==> config.mk <==
export PLATFORM = sky130hd
export DESIGN_NAME = sec_attr_unit
export DESIGN_NICKNAME = d
export VERILOG_FILES = /design/src/rtl/sau_pkg.sv /design/src/rtl/sau_rst_sync.sv /design/src/rtl/sau_cfg_reg.sv /design/src/rtl/sau_region_decode.sv /design/src/rtl/sau_callable.sv /design/src/rtl/sec_attr_unit.sv
export SDC_FILE = /design/constraint.sdc
export NUM_CORES = 1
export LEC_CHECK = 0
export BUFFER_PORTS_ARGS = -buffer_cell sky130_fd_sc_hd__buf_2
export CAP_MARGIN = 40
export CORE_MARGIN = 1
export CORE_UTILIZATION = 23
export DETAILED_ROUTE_END_ITERATION = 16
export PLACE_DENSITY = 0.81
export SYNTH_ARGS = -nofsm -noshare
export SYNTH_HDL_FRONTEND = slang
export SYNTH_SLANG_ARGS = --single-unit
==> constraint.sdc <==
create_clock -name clk -period 1.6 [get_ports clk]
set_input_delay 0.24 -clock clk [delete_from_list [all_inputs] [get_ports clk]]
set_output_delay 0.24 -clock clk [all_outputs]
set_load 0.005 [all_outputs]
==> src/rtl/sau_pkg.sv <==
package sau_pkg;

  localparam int ADDR_W   = 32;
  localparam int REGION_W = 4;
  localparam int CFG_W    = 2;
  localparam int DATA_W   = 32;

  // exemption window: compare selected upper bits against a fixed pattern
  localparam logic [ADDR_W-1:0] EXEMPT_MASK  = 32'hEFF0_0000;
  localparam logic [ADDR_W-1:0] EXEMPT_MATCH = 32'hE000_0000;

  typedef struct packed {
    logic [REGION_W-1:0] region;
    logic                ns;
    logic                nsc;
    logic                exempt;
  } sau_attr_t;

endpackage

==> src/rtl/sau_rst_sync.sv <==
module sau_rst_sync #(
  parameter int STAGES = 2
) (
  input  logic clk,
  input  logic rst_n,
  output logic rst_n_sync
);

  logic [STAGES-1:0] sync_q;
  logic [STAGES-1:0] sync_d;

  always_comb begin
    sync_d = {sync_q[STAGES-2:0], 1'b1};
  end

  always_ff @(posedge clk or negedge rst_n) begin
    if (!rst_n) sync_q <= '0;
    else        sync_q <= sync_d;
  end

  assign rst_n_sync = sync_q[STAGES-1];

endmodule

==> src/rtl/sau_cfg_reg.sv <==
module sau_cfg_reg #(
  parameter int CFG_W  = sau_pkg::CFG_W,
  parameter int DATA_W = sau_pkg::DATA_W
) (
  input  logic              clk,
  input  logic              rst_n,
  input  logic              we,
  input  logic [DATA_W-1:0] wdata,
  output logic [CFG_W-1:0]  cfg,
  output logic [DATA_W-1:0] rdata
);

  localparam int PAD_W = DATA_W - CFG_W;

  logic [CFG_W-1:0] cfg_q;
  logic [CFG_W-1:0] cfg_d;
  logic             cfg_en;
  logic             unused_wdata_hi;

  always_comb begin
    cfg_en = we;
    cfg_d  = wdata[CFG_W-1:0];
  end

  assign unused_wdata_hi = ^wdata[DATA_W-1:CFG_W];

  always_ff @(posedge clk or negedge rst_n) begin
    if (!rst_n)      cfg_q <= '0;
    else if (cfg_en) cfg_q <= cfg_d;
  end

  assign cfg   = cfg_q;
  assign rdata = {{PAD_W{1'b0}}, cfg_q};


  cfg_write_chk: assert property (@(posedge clk) disable iff (!rst_n)
    we |=> (cfg == $past(wdata[CFG_W-1:0])));


  cfg_hold_chk: assert property (@(posedge clk) disable iff (!rst_n)
    !we |=> $stable(cfg));

endmodule

==> src/rtl/sau_region_decode.sv <==
module sau_region_decode #(
  parameter int ADDR_W   = sau_pkg::ADDR_W,
  parameter int REGION_W = sau_pkg::REGION_W
) (
  input  logic [ADDR_W-1:0]   addr,
  output logic [REGION_W-1:0] region,
  output logic                ns,
  output logic                exempt
);

  always_comb begin
    region = addr[ADDR_W-1 -: REGION_W];
    ns     = ~region[0];
    exempt = ((addr & sau_pkg::EXEMPT_MASK) == sau_pkg::EXEMPT_MATCH);
  end

endmodule

==> src/rtl/sau_callable.sv <==
module sau_callable #(
  parameter int REGION_W = sau_pkg::REGION_W,
  parameter int CFG_W    = sau_pkg::CFG_W
) (
  input  logic [REGION_W-1:0] region,
  input  logic [CFG_W-1:0]    cfg,
  output logic                nsc
);

  logic [CFG_W-1:0] hit;

  // enable bit i governs odd (secure) region 2*i+1
  for (genvar i = 0; i < CFG_W; i++) begin : g_slot
    localparam logic [REGION_W-1:0] SLOT_REGION = REGION_W'(2 * i + 1);
    assign hit[i] = (region == SLOT_REGION) & cfg[i];
  end

  assign nsc = |hit;

endmodule

==> src/rtl/sec_attr_unit.sv <==
module sec_attr_unit #(
  parameter int ADDR_W   = sau_pkg::ADDR_W,
  parameter int REGION_W = sau_pkg::REGION_W,
  parameter int CFG_W    = sau_pkg::CFG_W,
  parameter int DATA_W   = sau_pkg::DATA_W
) (
  input  logic                clk,
  input  logic                rst_n,
  input  logic                cfg_we,
  input  logic [DATA_W-1:0]   cfg_wdata,
  output logic [DATA_W-1:0]   cfg_rdata,
  input  logic [ADDR_W-1:0]   addr,
  output logic [REGION_W-1:0] region_id,
  output logic                nonsecure,
  output logic                ns_callable,
  output logic                exempt
);

  import sau_pkg::*;

  logic             rst_n_sync;
  logic [CFG_W-1:0] cfg;
  sau_attr_t        attr;

  sau_rst_sync #(.STAGES(2)) u_rst_sync (
    .clk        (clk),
    .rst_n      (rst_n),
    .rst_n_sync (rst_n_sync)
  );

  sau_cfg_reg #(.CFG_W(CFG_W), .DATA_W(DATA_W)) u_cfg_reg (
    .clk   (clk),
    .rst_n (rst_n_sync),
    .we    (cfg_we),
    .wdata (cfg_wdata),
    .cfg   (cfg),
    .rdata (cfg_rdata)
  );

  sau_region_decode #(.ADDR_W(ADDR_W), .REGION_W(REGION_W)) u_decode (
    .addr   (addr),
    .region (attr.region),
    .ns     (attr.ns),
    .exempt (attr.exempt)
  );

  sau_callable #(.REGION_W(REGION_W), .CFG_W(CFG_W)) u_callable (
    .region (attr.region),
    .cfg    (cfg),
    .nsc    (attr.nsc)
  );

  assign region_id   = attr.region;
  assign nonsecure   = attr.ns;
  assign ns_callable = attr.nsc;
  assign exempt      = attr.exempt;


  nsc_region_chk: assert property (@(posedge clk) disable iff (!rst_n_sync)
    ns_callable |-> (region_id == REGION_W'(1) || region_id == REGION_W'(3)));


  nsc_secure_chk: assert property (@(posedge clk) disable iff (!rst_n_sync)
    ns_callable |-> !nonsecure);


  exempt_top_chk: assert property (@(posedge clk) disable iff (!rst_n_sync)
    exempt |-> (addr[ADDR_W-1 -: 3] == 3'b111));


  rdata_pad_chk: assert property (@(posedge clk) disable iff (!rst_n_sync)
    cfg_rdata[DATA_W-1:CFG_W] == '0);


  reset_clear_chk: assert property (@(posedge clk) disable iff (!rst_n_sync)
    $rose(rst_n_sync) |-> (cfg_rdata == '0));

endmodule

* Word-level counts from Yosys, hierarchy flattened
Index checks and enable logic that the tools add are counted.
** Storage, ports and cells
- RAM bits :: 0
- ROM bits :: 0
- Register bits after elaboration :: 4
- Memories :: 0
- Logic and storage cells :: 9
- Bits in latches :: 0
** Cells by class
- Multiplexer cells :: 0
- Shift-type cells :: 0
- Bitwise logic cells :: 3
- $mul :: 0
- Reductions and logical operators :: 1
- Div/mod/pow operators :: 0
- Order comparisons :: 0
- Eq/ne operators :: 3
- Add/subtract/negate cells :: 0
** Operators by type and width (count)
- $eq 11x11->1 const B :: 1
- $eq 4x1->1 const B :: 1
- $eq 4x2->1 const B :: 1
- $and 1x1->1 :: 2
- $reduce_or 2->1 :: 1
- $not 1->1 :: 1

* Logic depth before layout (Yosys ltp)
Gate-level depths: netlist of run 1.
- Depth in word-level cells :: 3
- Gate-level depth with buffers :: 2

* Modules after synthesis
From an unflattened synthesis of run 1, not the netlist that was laid out.
** Second synthesis, totals
- Cell total of the unflattened synthesis :: 51
- Area total of the unflattened synthesis :: 462.9 µm²
** Modules (own cells, without submodules)
- sau_cfg_reg :: area an instance 316.6 µm², cells an instance 37, times used 1
- sau_region_decode :: area an instance 67.6 µm², cells an instance 9, times used 1
- sau_rst_sync :: area an instance 53.8 µm², cells an instance 3, times used 1
- sau_callable :: area an instance 25.0 µm², cells an instance 2, times used 1

* Worst setup path before layout of run 1
OpenSTA, ideal clock, no wires.
- Path kind :: input-to-output
- Start :: input addr[23]
- End :: output exempt
- Stages on the path :: 2
- Data arrival time :: 0.702 ns
- Setup slack :: 0.658 ns
- Data required time :: 1.360 ns
- Cell sequence :: nor4b_1 > and4_1
** On the way
- Word-level cells in the longest chain between the ends :: 1
** RTL lines
- start: declaration :: line sec_attr_unit.sv:12 : input logic [ADDR_W-1:0] addr,
- $eq 11x11->1 :: line sau_region_decode.sv:14 : exempt = ((addr & sau_pkg::EXEMPT_MASK) == sau_pkg::EXEMPT_MATCH);
- end: declaration :: line sec_attr_unit.sv:16 : output logic exempt
Every way passes these cells.

* Final worst setup path of run 1
- Start :: input addr[21]
- End :: output exempt
Same word-level chain as after synthesis.

==> results.md, run 1 <==
- Outcome: complete, no violations
- CP max FO: 1
- Worst setup path start: addr[21]
- Final ANT Viol Nets: 0
- Sequential cell area: 100.1 um^2
- DR vias: 319
- Worst Path Required: 1.36 ns
- Worst R2R Start: u_cfg_reg.cfg[1]
- All-Layer GR Usage: 8.456%
- Mean Syn Cell Area: 8.886 um^2
- Largest net degree at the start of global routing: 4
- Via-per-instance ratio: approximately 3.3
- Max-slew violations: 0
- Clock transition at the registers of the reported paths: approximately 0.04 ns
- Seq cells post-synth: 4
- Crit path arrival time: 1.10 ns
- Global-route wire length before repair: 1035 um
- Met1 WL: 199 um
- TritonCTS clock tree: built
- PwrDens: ~660 nW/um^2
- Routed wire per std cell: 7.520 um
- Area leader, netlist: buf_4
- Setup TNS: 0 ns
- Final Hold Viols: 0
- Synthesized area: 435.4 um^2
- Sink Count: 4
- Clock root buffer: clkbuf_4
- Layout cells sized above 1: 41.10%
- H-tree depth: 1
- Top Layer Used: met4
- Worst VDD drop: 441.1 uV
- Drt pass-1 iters: 1
- Fmax: 747.2 MHz
- Ranking of synthesized cells by area: buf_4 59%, dfrtp_1 23%, mux2_2 5.2%
- Gate count of the mapped netlist: 49
- Clk_lat worst skew: about 0.24 ns
- Setup ws final: 0.2617 ns
- CORE AREA: 1745 um^2
- Count leader, synth: buf_4
- Setup CP Type: input port to output port
- CTS-repair resized insts: 0
- Max_cap viols: 0
- Synth cell count leaders: 34 x buf_4, 4 x dfrtp_1, 2 x conb_1, 2 x mux2_2, 2 x nor4b_1
- Die width: 45.51 um
- Post-synth top area share: 58.62%
- Area grow syn2layout: 9.770%
- Met3 routed WL: 102 um
- N_diodes: 0
- Hold crit path type: register to async pin
- Total CTS buffers: 3
- DR iter-0 viols: 0
- Unrepaired setup endpoints after global routing: false
- Detailed-placement wirelength estimate: around 630 um
- Top_reg_cell synth: dfrtp_1
- CTS max path bufs: 2
- Die span in y: 45.51 um
- Crit share post-route: between 80% and 90%
- Worst Skew: 0.003162 ns
- Post-synth ARST share: 100.0%
- Met2 wire len: around 380 um
- EDFF count, synth: 0
- Critical path startpoint category: input port
- Fill cells: 189
- Vias in the first global route: 241
- Crit. End Element: output port
- Antenna violations before repair: 0
- Area of the multi-input gates: about 190 um^2
- Layout net count: between 100 and 150
- Fin crit period: roughly 1.3 ns
- Boundary Pins: approximately 110
- Gpl congestion: 0.7982
- Reg2reg setup slack: roughly 0.82 ns
- Yosys cell types: 10
- Rows: 15
- Setup-failing EPs final: 0
- Worst slack, placed: 0.2731 ns
- DRC viols: 0
- Seq/Total Area, Yosys: 22.99%
- Die area: 2071 um^2
- Drt total wl: 737 um
- I/O Buffers: 25
- Leak: 0.2934 nW
- Ys Warns: 0
- Initial Util: about a quarter
- GRT overflow: 0
## repair_timing
action	CTS	global route
hold buffers	1	0
setup buffers	0	0
endpoints found under the hold margin	2	0
## cell families after synthesis
logic type / share of synthesized area, %
other: 1.725
DFF: 22.99
muxes: 7.471
and+or+nand+nor: 8.335
buffers and inverters: 59.48
## worst paths after layout
kind | end | depth (start not counted)
worst max-delay path | exempt | 4
worst min-delay path | u_cfg_reg.cfg[1] | 0
worst max register to register | u_cfg_reg.cfg[1] | 1
worst min register to register | u_cfg_reg.cfg[1] | 0
max in group asynchronous | u_rst_sync.sync_q[0] | 2
min in group clk | u_cfg_reg.cfg[0] | 2
## final cells by class
class / count / area share [%]
Inverter: 1 / 0.7853
Tap cell: 25 / 6.545
Multi-Input combinational cell: 39 / 38.74
Sequential cell: 4 / 20.94
Timing Repair Buffer: 26 / 28.27
Clock buffer: 3 / 4.712
## routing by layer
layer / up-vias / track usage, %
met5: - / 0
met4: 0 / 14.55
met3: 4 / 2.778
met2: 44 / 14.29
met1: 132 / 5.288
li1: 139 / -
## power breakdown
part / leakage, nW / internal (W) / switching (W)
logic: 0.233 / 0.0000314 / 0.0000359
registers: 0.0467 / 0.000109 / 0.00000584
clock network: 0.0138 / 0.0000842 / 0.0000467
## stage by stage
step           hold slack (ns)  total power, W  instances  util (%)  instance area (um^2)
3_3_place_gp           0.01698       0.0001787         94     25.52                 445.4
4_1_cts                0.02086       0.0003193         98     27.38                 478.0
5_1_grt                0.03249       0.0003481         98     27.38                 478.0
3_5_place_dp           0.02247       0.0001811         94     25.52                 445.4
2_1_floorplan         -0.05559       0.0002034         78         -                 544.3
6_report               0.02109       0.0003135         98     27.38                 478.0
## flip-flops by register name (all words and copies together) (netlist names)
signal,cells
u_rst_sync.sync_q,2
u_cfg_reg.cfg,2
## cells in the final DEF, fill, tap and decap left out
master	Yosys	routed
buf_2	0	25
and4_1	1	1
nor2_1	1	1
mux2_2	2	2
nor4_1	1	1
mux2i_1	1	1
inv_1	1	1
dfrtp_1	4	4
clkbuf_4	0	3
conb_1	2	31
dlygate4sd3_1	0	1
nor4b_1	2	2
## critical path, cell delays in order
cell and delay [ns]:
buf_2 0.09, nor4b_1 0.39, and4_1 0.26, buf_2 0.11
(Power assumes the default switching activity.)
==> run 2, diff against run 1 <==
CORE_UTILIZATION = 21   (was 23)
PLACE_DENSITY = 0.75   (was 0.81)
clock period = 1.3 ns   (was 1.6 ns; I/O delays follow)
==> results.md, run 2 (synthesized netlist as in run 1, its figures left out) <==
- Hold crit path type: register to async pin
- I/O Buffers: 25 (unchanged)
- Total power: 0.0003837 W (+22%)
- Fmax: approximately 820 MHz
- CP Buf/Inv Count: 1 (-1)
- Outcome: complete, no violations
- Gpl congestion: 0.7458 (-6.6%)
- All-Layer GR Usage: 7.895% (-0.56 points)
- Die span in y: 47.54 um (+4.4%)
- Layout cells sized above 1: 41.10% (unchanged)
- Final Hold Slack: 0.01480 ns (-0.006295 ns)
- Worst VDD drop: 416.1 uV (-5.7%)
- Global-route wire length before repair: 1104 um (+6.7%)
- Rows: 16 (+1)
- Sequential cell area: 100.1 um^2 (unchanged)
- TritonCTS clock tree: built
- Sequential Power Share: 36.9% (about the same)
- Sw power: 0.0001067 W (+21%)
- Initial Util: 22.19% (-2.8 points)
- P_int: 0.0002769 W (+23%)
- GRT overflow: 0 (unchanged)
- Fill cells: 214 (+13%)
- Clk_lat worst skew: 0.24 ns (about the same)
- H-tree depth: 1 (unchanged)
- CP max FO: 3 (+2)
- Worst slack, placed: 0.1922 ns (-0.08088 ns)
- Clock network power share: 41.6% (-0.2 points)
- Leak: 0.2934 nW (unchanged)
- Layout net count: 142 (unchanged)
- Crit share post-route: 93.78%
- Setup CP Type: register to output port
- Sink Count: 4 (unchanged)
- Max_cap viols: 0 (unchanged)
- Drt total wl: 663 um (-10%)
- Switch share: 27.82% (-0.39 points)
- Cell depth of the worst flop-to-flop path: 1 (unchanged)
- DR iter-0 viols: 1 (+1)
- Commonest non-fill, non-tap cell in the layout: conb_1
- Slowest cell on the critical path: dfrtp_1
- CORE AREA: 1962 um^2 (+12%)
- Crit. End Element: output port
- Die area: 2260 um^2 (+9.1%)
- Met3 usage in global routing: 2.642% (-0.14 points)
- Cell family with most CP delay: flip-flops
- Combinational fraction of design power: 21.6% (about the same)
- Largest net degree at the start of global routing: 4 (unchanged)
- Boundary Pins: 106 (unchanged)
- Total CTS buffers: 3 (unchanged)
- PwrDens: 798.6 nW/um^2 (+22%)
- Max-slew violations: 0 (unchanged)
- Final ANT Viol Nets: 0 (unchanged)
- Detailed-placement wirelength estimate: 564.9 um (-11%)
- Setup ws final: 0.08081 ns (-0.1809 ns)
- Worst Skew: 0.006605 ns (+0.003443 ns)
- Antenna violations before repair: 0 (unchanged)
- Fin crit period: 1.219 ns
- Die width: 47.54 um (+4.4%)
- Crit-path cells: mux2i_1 -> nor4_1 -> buf_2
- Drt pass-1 iters: 2 (+1)
- Reg-to-Reg End: u_cfg_reg.cfg[1]
- Via-per-instance ratio: 3.250 (-0.16%)
- DRC viols: 0 (unchanged)
- Crit path arrival time: 1.02 ns (-0.08 ns)
- Grt met2 use: 14.25% (-0.039 points)
- Met1 usage: 5.656% (+0.37 points)
- Setup TNS: 0 ns (unchanged)
- Routed wire per std cell: 6.630 um (-12%)
- Gr busiest metal: met2
- Area of the multi-input gates: 185.2 um^2 (unchanged)
- Largest stage delay, worst path: 0.37 ns (-0.02 ns)
- Setup-failing EPs final: 0 (unchanged)
- CTS max path bufs: 2 (unchanged)
- Area grow syn2layout: 10.34%
- Critical path startpoint category: register
- Worst Path Required: 1.11 ns (-0.25 ns)
- Vias in the first global route: 290 (+20%)
- Worst R2R Start: u_cfg_reg.cfg[1]
- Clock root buffer: clkbuf_4
- N_diodes: 0 (unchanged)
- Unrepaired setup endpoints after global routing: true
- DR vias: 325 (+1.9%)
- Most frequent cells in the layout: 31 x conb_1, 25 x buf_2, 4 x dfrtp_1, 3 x clkbuf_4
- Reg2reg setup slack: 0.52 ns (-0.30 ns)
- CTS-repair resized insts: 0 (unchanged)
- Clock transition at the registers of the reported paths: 0.04 ns (about the same)
- Final Hold Viols: 0 (unchanged)
run 2: cell counts in the layout (fill, tap and decap cells not counted):
No cell type changed its count.
run 2: metrics by stage:
| step | utilization [%] | instances | instance area [um^2] |
|---|---|---|---|
| CTS | 24.49 | 100 | 480.5 |
| detailed placement | 22.83 | 96 | 447.9 |
| floorplan | - | 78 | 544.3 |
| finish | 24.49 | 100 | 480.5 |
| global placement | 22.83 | 96 | 447.9 |
| global route | 24.49 | 100 | 480.5 |
run 2: what timing repair did:
item / 4_1_cts / 5_1_grt
buffers inserted: 0 / 0
endpoints found under the setup margin: 0 / 1
endpoints found under the hold margin: 2 / 0
hold buffers: 1 / 0
run 2: worst max path at each step:
stage                           startpoint           to  slack (ns)  cells after the start
final                     u_cfg_reg.cfg[1]  ns_callable        0.08                      3
after global routing      u_cfg_reg.cfg[1]  ns_callable       -0.04                      3
after CTS                 u_cfg_reg.cfg[0]  ns_callable        0.07                      3
after detailed placement          addr[21]       exempt        0.19                      4
after global placement            addr[21]       exempt        0.21                      4
after floorplan                   addr[23]       exempt        0.45                      2
run 2: final cells by class:
type	instances	area share, %
Inverter	1	0.7812
Sequential cell	4	20.83
Multi-Input combinational cell	39	38.54
Clock buffer	3	4.687
Timing Repair Buffer	26	28.13
Tap cell	27	7.031
run 2: per-layer routing:
layer,wire (um),vias up
met1,182,137
met3,100,3
met2,348,47
met5,0,-
met4,31,0
li1,-,138
run 2: power groups by stage:
stage          combinational (W)  clock, W  sequential (W)
3_3_place_gp           0.0000770         0        0.000142
2_1_floorplan           0.000108         0        0.000142
5_1_grt                 0.000100  0.000181        0.000143
6_report               0.0000827  0.000160        0.000141
4_1_cts                0.0000817  0.000168        0.000142
3_5_place_dp           0.0000790         0        0.000143
